--- config.mk ---
export PLATFORM = sky130hd
export DESIGN_NAME = ntt_seq_ctrl
export DESIGN_NICKNAME = d
export VERILOG_FILES = /design/src/rtl/ntt_seq_pkg.sv /design/src/rtl/ntt_bitrev.sv /design/src/rtl/ntt_bfly_addr.sv /design/src/rtl/ntt_delay_pipe.sv /design/src/rtl/ntt_pass_fsm.sv /design/src/rtl/ntt_seq_ctrl.sv
export SDC_FILE = /design/constraint.sdc
export NUM_CORES = 1
export LEC_CHECK = 0
export CORE_ASPECT_RATIO = 0.7
export CORE_MARGIN = 8
export CORE_UTILIZATION = 40
export CTS_BUF_LIST = sky130_fd_sc_hd__clkbuf_2 sky130_fd_sc_hd__clkbuf_4 sky130_fd_sc_hd__clkbuf_8
export DETAILED_ROUTE_END_ITERATION = 10
export PLACE_DENSITY = 0.59
export SETUP_SLACK_MARGIN = 0.4
export SYNTH_ARGS = -nofsm -noshare
export SYNTH_HDL_FRONTEND = slang
export SYNTH_HIERARCHICAL = 1
export SYNTH_SLANG_ARGS = --single-unit
--- constraint.sdc ---
create_clock -name clk_i -period 1.84 [get_ports clk_i]
set_input_delay 0.368 -clock clk_i [delete_from_list [all_inputs] [get_ports clk_i]]
set_output_delay 0.368 -clock clk_i [all_outputs]
set_load 0.01 [all_outputs]
--- src/rtl/ntt_seq_pkg.sv ---
package ntt_seq_pkg;
  typedef enum logic [1:0] {
    ST_IDLE  = 2'd0,
    ST_ISSUE = 2'd1,
    ST_DRAIN = 2'd2
  } seq_state_e;
endpackage

--- src/rtl/ntt_bitrev.sv ---
module ntt_bitrev #(
  parameter int W = 5
) (
  input  logic [W-1:0] in_i,
  output logic [W-1:0] out_o
);
  for (genvar i = 0; i < W; i++) begin : g_rev
    assign out_o[i] = in_i[W-1-i];
  end
endmodule

--- src/rtl/ntt_bfly_addr.sv ---
module ntt_bfly_addr #(
  parameter int LOG_N   = 5,
  parameter int STAGE_W = 3
) (
  input  logic [STAGE_W-1:0] stage_i,
  input  logic [LOG_N-2:0]   idx_i,
  output logic [LOG_N-1:0]   addr_a_o,
  output logic [LOG_N-1:0]   addr_b_o,
  output logic               grp_first_o
);
  logic [LOG_N-1:0] half_span;
  logic [LOG_N-1:0] mask;
  logic [LOG_N-1:0] idx_ext;
  logic [LOG_N-1:0] grp_part;
  logic [LOG_N-1:0] ofs_part;

  always_comb begin
    half_span   = {{(LOG_N-1){1'b0}}, 1'b1} << stage_i;
    mask        = half_span - 1'b1;
    idx_ext     = {1'b0, idx_i};
    ofs_part    = idx_ext & mask;
    // group g sits at g*2h: move group bits up by one
    grp_part    = (idx_ext & ~mask) << 1;
    addr_a_o    = grp_part | ofs_part;
    addr_b_o    = addr_a_o | half_span;
    grp_first_o = (ofs_part == '0);
  end
endmodule

--- src/rtl/ntt_delay_pipe.sv ---
module ntt_delay_pipe #(
  parameter int W     = 8,
  parameter int DEPTH = 8
) (
  input  logic         clk_i,
  input  logic         rst_ni,
  input  logic [W-1:0] d_i,
  output logic [W-1:0] q_o
);
  logic [W-1:0] tap [DEPTH+1];

  assign tap[0] = d_i;

  for (genvar i = 0; i < DEPTH; i++) begin : g_stage
    always_ff @(posedge clk_i or negedge rst_ni) begin
      if (!rst_ni) tap[i+1] <= '0;
      else         tap[i+1] <= tap[i];
    end
  end

  assign q_o = tap[DEPTH];
endmodule

--- src/rtl/ntt_pass_fsm.sv ---
module ntt_pass_fsm
  import ntt_seq_pkg::*;
#(
  parameter int LOG_N      = 5,
  parameter int PIPE_DEPTH = 8,
  parameter int STAGE_W    = 3
) (
  input  logic               clk_i,
  input  logic               rst_ni,
  input  logic               start_i,
  output logic               issue_o,
  output logic [LOG_N-2:0]   idx_o,
  output logic [STAGE_W-1:0] stage_o,
  output logic               flip_o,
  output logic               busy_o,
  output logic               done_o
);
  localparam int CNT_W = $clog2(PIPE_DEPTH + 1);
  localparam logic [LOG_N-2:0]   LAST_IDX   = {(LOG_N-1){1'b1}};
  localparam logic [STAGE_W-1:0] LAST_STAGE = STAGE_W'(LOG_N - 1);
  localparam logic [CNT_W-1:0]   LAST_DRAIN = CNT_W'(PIPE_DEPTH - 1);

  seq_state_e       state_q;
  logic [CNT_W-1:0] drain_q;

  always_ff @(posedge clk_i or negedge rst_ni) begin
    if (!rst_ni) begin
      state_q <= ST_IDLE;
      idx_o   <= '0;
      stage_o <= '0;
      flip_o  <= 1'b0;
      drain_q <= '0;
      done_o  <= 1'b0;
    end else begin
      done_o <= 1'b0;
      unique case (state_q)
        ST_IDLE: begin
          if (start_i) begin
            state_q <= ST_ISSUE;
            idx_o   <= '0;
            stage_o <= '0;
            flip_o  <= 1'b0;
          end
        end
        ST_ISSUE: begin
          idx_o <= idx_o + 1'b1;
          if (idx_o == LAST_IDX) begin
            state_q <= ST_DRAIN;
            drain_q <= '0;
          end
        end
        ST_DRAIN: begin
          drain_q <= drain_q + 1'b1;
          // last write of the pass leaves the pipe in this cycle
          if (drain_q == LAST_DRAIN) begin
            if (stage_o == LAST_STAGE) begin
              state_q <= ST_IDLE;
              done_o  <= 1'b1;
            end else begin
              state_q <= ST_ISSUE;
              stage_o <= stage_o + 1'b1;
              flip_o  <= ~flip_o;
              idx_o   <= '0;
            end
          end
        end
        default: state_q <= ST_IDLE;
      endcase
    end
  end

  assign issue_o = (state_q == ST_ISSUE);
  assign busy_o  = (state_q != ST_IDLE);
endmodule

--- src/rtl/ntt_seq_ctrl.sv ---
module ntt_seq_ctrl #(
  parameter int LOG_N      = 5,
  parameter int PIPE_DEPTH = 8,
  parameter int STAGE_W    = (LOG_N > 1) ? $clog2(LOG_N) : 1
) (
  input  logic               clk_i,
  input  logic               rst_ni,
  input  logic               start_i,
  output logic               busy_o,
  output logic               done_o,
  output logic               rd_valid_o,
  output logic [LOG_N-1:0]   rd_addr_a_o,
  output logic [LOG_N-1:0]   rd_addr_b_o,
  output logic               wr_valid_o,
  output logic [LOG_N-1:0]   wr_addr_a_o,
  output logic [LOG_N-1:0]   wr_addr_b_o,
  output logic               tw_restart_o,
  output logic               tw_step_o,
  output logic [STAGE_W-1:0] stage_o,
  output logic               flip_o
);
  localparam int WPIPE_W = 2 * LOG_N + 1;

  logic               issue;
  logic [LOG_N-2:0]   idx;
  logic [LOG_N-1:0]   nat_a, nat_b, rev_a, rev_b;
  logic               grp_first;
  logic [WPIPE_W-1:0] wpipe_in, wpipe_out;

  ntt_pass_fsm #(
    .LOG_N(LOG_N), .PIPE_DEPTH(PIPE_DEPTH), .STAGE_W(STAGE_W)
  ) u_fsm (
    .clk_i   (clk_i),
    .rst_ni  (rst_ni),
    .start_i (start_i),
    .issue_o (issue),
    .idx_o   (idx),
    .stage_o (stage_o),
    .flip_o  (flip_o),
    .busy_o  (busy_o),
    .done_o  (done_o)
  );

  ntt_bfly_addr #(.LOG_N(LOG_N), .STAGE_W(STAGE_W)) u_addr (
    .stage_i     (stage_o),
    .idx_i       (idx),
    .addr_a_o    (nat_a),
    .addr_b_o    (nat_b),
    .grp_first_o (grp_first)
  );

  ntt_bitrev #(.W(LOG_N)) u_rev_a (.in_i(nat_a), .out_o(rev_a));
  ntt_bitrev #(.W(LOG_N)) u_rev_b (.in_i(nat_b), .out_o(rev_b));

  // first pass gathers operands in bit-reversed order
  assign rd_valid_o   = issue;
  assign rd_addr_a_o  = (stage_o == '0) ? rev_a : nat_a;
  assign rd_addr_b_o  = (stage_o == '0) ? rev_b : nat_b;
  assign tw_restart_o = issue & grp_first;
  assign tw_step_o    = issue & ~grp_first;

  assign wpipe_in = {issue, nat_a, nat_b};

  ntt_delay_pipe #(.W(WPIPE_W), .DEPTH(PIPE_DEPTH)) u_wpipe (
    .clk_i  (clk_i),
    .rst_ni (rst_ni),
    .d_i    (wpipe_in),
    .q_o    (wpipe_out)
  );

  assign wr_valid_o  = wpipe_out[WPIPE_W-1];
  assign wr_addr_a_o = wpipe_out[2*LOG_N-1:LOG_N];
  assign wr_addr_b_o = wpipe_out[LOG_N-1:0];
endmodule

==> impl_summary.md <==
Outcome
The run finished, with violations left. The final reports fail on setup timing.

Logic synthesis
When the netlist entered floorplanning its net count stood at 243. The top cell type's share of synthesized area is 72.1%. The fraction of the yosys area taken by sequential cells is 72.1%.

In the synthesized netlist the dominant register cell turns out to be sky130_fd_sc_hd__dfrtp_1. Yosys mapped a number of flops with a built-in enable equal to 0. The area of the mapped netlist is 3570 µm². The cell taking the most area after synthesis is sky130_fd_sc_hd__dfrtp_1.

The synthesized flop and latch total is 103. The total number of yosys warnings is 6. The gate count after technology mapping is 236. The mean post-synth cell area is 15.1 µm². In the synthesized netlist the async set-or-reset flop fraction comes to 100%. The number of distinct library cells after synthesis is 52. The most repeated cell in the gate-level netlist after synthesis is sky130_fd_sc_hd__dfrtp_1.

In the synthesized netlist, the cells that appear most often are sky130_fd_sc_hd__dfrtp_1 (103), sky130_fd_sc_hd__buf_4 (21), sky130_fd_sc_hd__mux2_2 (11). By area the synthesized netlist is led by sky130_fd_sc_hd__dfrtp_1 (72%), sky130_fd_sc_hd__buf_4 (4.4%), sky130_fd_sc_hd__mux2_2 (3.5%).

Route
After detailed routing, the number of vias per cell comes to 4.62. The total length of routed wires is 6340 µm. The final antenna-violating net count is 0. The via count is 1966. In the final routed layout, each cell accounts on average for 14.9 µm. In the routed design, unresolved DRC markers number 0. The pre-antenna-repair detailed-routing pass consisted of 4 iterations.

For this block, the initial DRC count from the detailed router was 88.

CTS
The worst-skew pair later-pin latency is 370 ps. Counting along the longest clock path gives a buffer depth of 2. The TritonCTS clock tree is done. CTS saw 103 sinks.

CTS built an H-tree with a depth of 3. The buffer cell driving the clock tree root is sky130_fd_sc_hd__clkbuf_8. The number of CTS-inserted buffers is 9.

After clock tree synthesis, the clock-pin slew on the worst setup and hold paths is roughly 100 ps.

Die
The die is 95.1 µm tall. The total area inside the core boundary comes to 8890 µm². In this run the count of I/O pins placed on the die edge is 33.

The floorplan step defined a die boundary enclosing 12300 µm². In this run the horizontal extent of the chip is 129 µm. The count of standard-cell rows is 29. The initial utilization of the core area, before any placement, comes to roughly two fifths.

Global routing
The largest net degree at the start of global routing is 37. The total overflow left after global routing is 0. The total routing usage reported by global routing is 11.1%. The busiest layer in global routing is met2. Global routing consumed, on the met2 layer, 18.1% of the routing resources. The met1 routing resource usage after global routing is between 10% and 20%. The first global-routing pass estimated 10400 µm of wire. The met3 layer usage reported by global route is 4.53%. The via count of the first global-routing pass is between 2k and 2.5k. The number of antenna violations at the first check in global routing is 0.

Pwr
IR analysis of the VDD net gives a maximum drop of 0.000376 V. The total power of the final layout is roughly 3.8 mW. In this run the static leakage power is ~2.3 nW. The power density normalized to cell area is 806 nW/µm².

Timing
For the pin with the worst max-slew slack, the measured transition is slightly above 400 ps. The worst-case headroom to the max-slew limit is roughly 73%. The highest clock frequency the design can meet is 449 MHz. The count of final max-slew check failures is 0.

The final worst hold slack is 347 ps. For the final database, setup skew stands at 9.84 ps. Setup violations remaining at the end of the flow were counted as 12. The final hold violation count is 0. The worst path in the final design needs a cycle of 2230 ps, including I/O delays and setup. Setup slack on the critical path of the routed design comes to -387 ps. After layout, the worst path uses 121% of the clock period. Setup repair after global routing could not meet its margin everywhere. The post-route setup TNS is -3830 ps.

Place
The count of buffers inserted at the top-level ports is 32. The placed cell count is 390. The placement-stage cell area is 4080 µm². The global placement routability congestion is 0.801. The half-perimeter wire length of the detailed placement result is 3940 µm. The worst setup slack before clock tree synthesis is -414 ps.

Cells and area
The area added between synthesis and finish is 31.4%. Summing all non-filler instances in the final layout gives an area of approximately 4700 µm². The sequential cell area in the final layout is roughly 2600 µm².

0 antenna diodes ended up in the layout. The fraction of layout instances using a drive strength above 1 is a little over two fifths. The multi-input combinational cells in the finished layout cover a total of between 900 and 1000 µm².

Once layout is complete, the utilization of the core stands at 52.8%. After the flow finishes, the layout carries non-filler instances totaling ~430. After filler insertion, the fill cell instance count of the layout stands at 746. The final layout contains a little over 300 nets.

Setup path
Counting stages on the worst path, the most repeated cell is sky130_fd_sc_hd__buf_6. The number of buffer and inverter instances along the worst setup path is 2. The highest-delay cell along the critical path is sky130_fd_sc_hd__dfrtp_2. For this run, the slowest stage of the critical path takes about 460 ps. The maximum fanout count along the critical path is 5. The element type at the critical path start is a flip-flop.

The required time at the endpoint of the critical path is 1470 ps. The classification of the worst setup path is reg2out. The kind of cell with the highest combined delay along the critical path is flip-flops. The critical path goes through buf_6, and3b_2, a221o_1, mux2_4, buf_6. STA classifies the critical path endpoint as an output pin.

The data arrival time of the critical path is between 1500 and 2000 ps.

Job
The number of maximum-capacitance constraint violations is 0.

Hold path
The path class of the lowest-slack min-delay path is reg2reg.
==> where the power goes <==
| part | internal (mW) | total, mW | switching [mW] | leakage (nW) |
|---|---|---|---|---|
| clock network | 0.713 | 1.46 | 0.748 | 0.110 |
| registers | 2.26 | 2.26 | 0 | 1.37 |
| logic | 0.0161 | 0.0642 | 0.0481 | 0.873 |
==> state kept, by name, summed over array words and instances (netlist names) <==
register       cells
u_wpipe/q_o       11
u_fsm/stage_o      3
u_fsm/flip_o       1
u_fsm/drain_q      4
u_fsm/done_o       1
u_fsm/state_q      2
u_fsm/idx_o        4
u_wpipe/tap       77
==> path summary, 6_finish.rpt <==
path	from	endpoint	slack (ps)	cells past startpoint
max	u_fsm/stage_o[1]$_DFFE_PN0P_	rd_addr_b_o[3]	-390	5
min in group asynchronous	rst_ni	u_wpipe/tap[49]$_DFF_PN0_	470	2
min	u_wpipe/tap[76]$_DFF_PN0_	u_wpipe/tap[65]$_DFF_PN0_	350	0
max in group asynchronous	rst_ni	u_wpipe/q_o[9]$_DFF_PN0_	840	3
min reg2reg	u_wpipe/tap[76]$_DFF_PN0_	u_wpipe/tap[65]$_DFF_PN0_	350	0
max reg2reg	u_fsm/state_q[1]$_DFFE_PN0P_	u_fsm/idx_o[2]$_DFFE_PN0P_	280	6
==> final cells by class <==
class                   count  area share [%]
flip-flops and latches    103            55.0
clock buffers              11            3.22
multi-input cells          99            20.7
repair buffers             77            15.8
inverters                   7           0.613
well taps                 124            3.30
clock inverters             5            1.31
==> per-layer routing <==
layer	vias up	routed length [µm]	share of wire, %
li1	916	-	-
met1	999	2670	42
met2	43	3220	51
met3	8	361	5.7
met4	0	82	1.3
met5	-	0	0
==> cell families after synthesis <==
kind of cell | count (synthesis) | synth area share [%]
flops | 103 | 72.1
simple gates | 42 | 7.46
compound gates | 38 | 8.16
buf+inv | 34 | 6.34
mux | 14 | 4.31
fa+ha+maj | 4 | 1.40
xor+xnor | 1 | 0.245
==> cell usage in the layout, fill, tap and decap left out, drive strengths merged, types with 4 or more instances in the layout <==
cell,netlist,layout
and2b,4,4
nor3,4,4
nand2,8,8
inv,7,9
o21ai,7,7
nand2b,4,4
buf,27,62
mux2,11,11
dfrtp,103,103
clkbuf,0,11
dlygate4sd2,0,11
o211ai,4,4
ha,4,4
==> timing repair <==
action                                 CTS  global route
hold buffers                             1             0
pin swaps                               13             9
gates cloned                             0             0
endpoints found under the hold margin   27             0
buffers inserted                        17             2
resized for setup                      139            22
setup endpoints to repair               37            31
(Power assumes the default switching activity.)
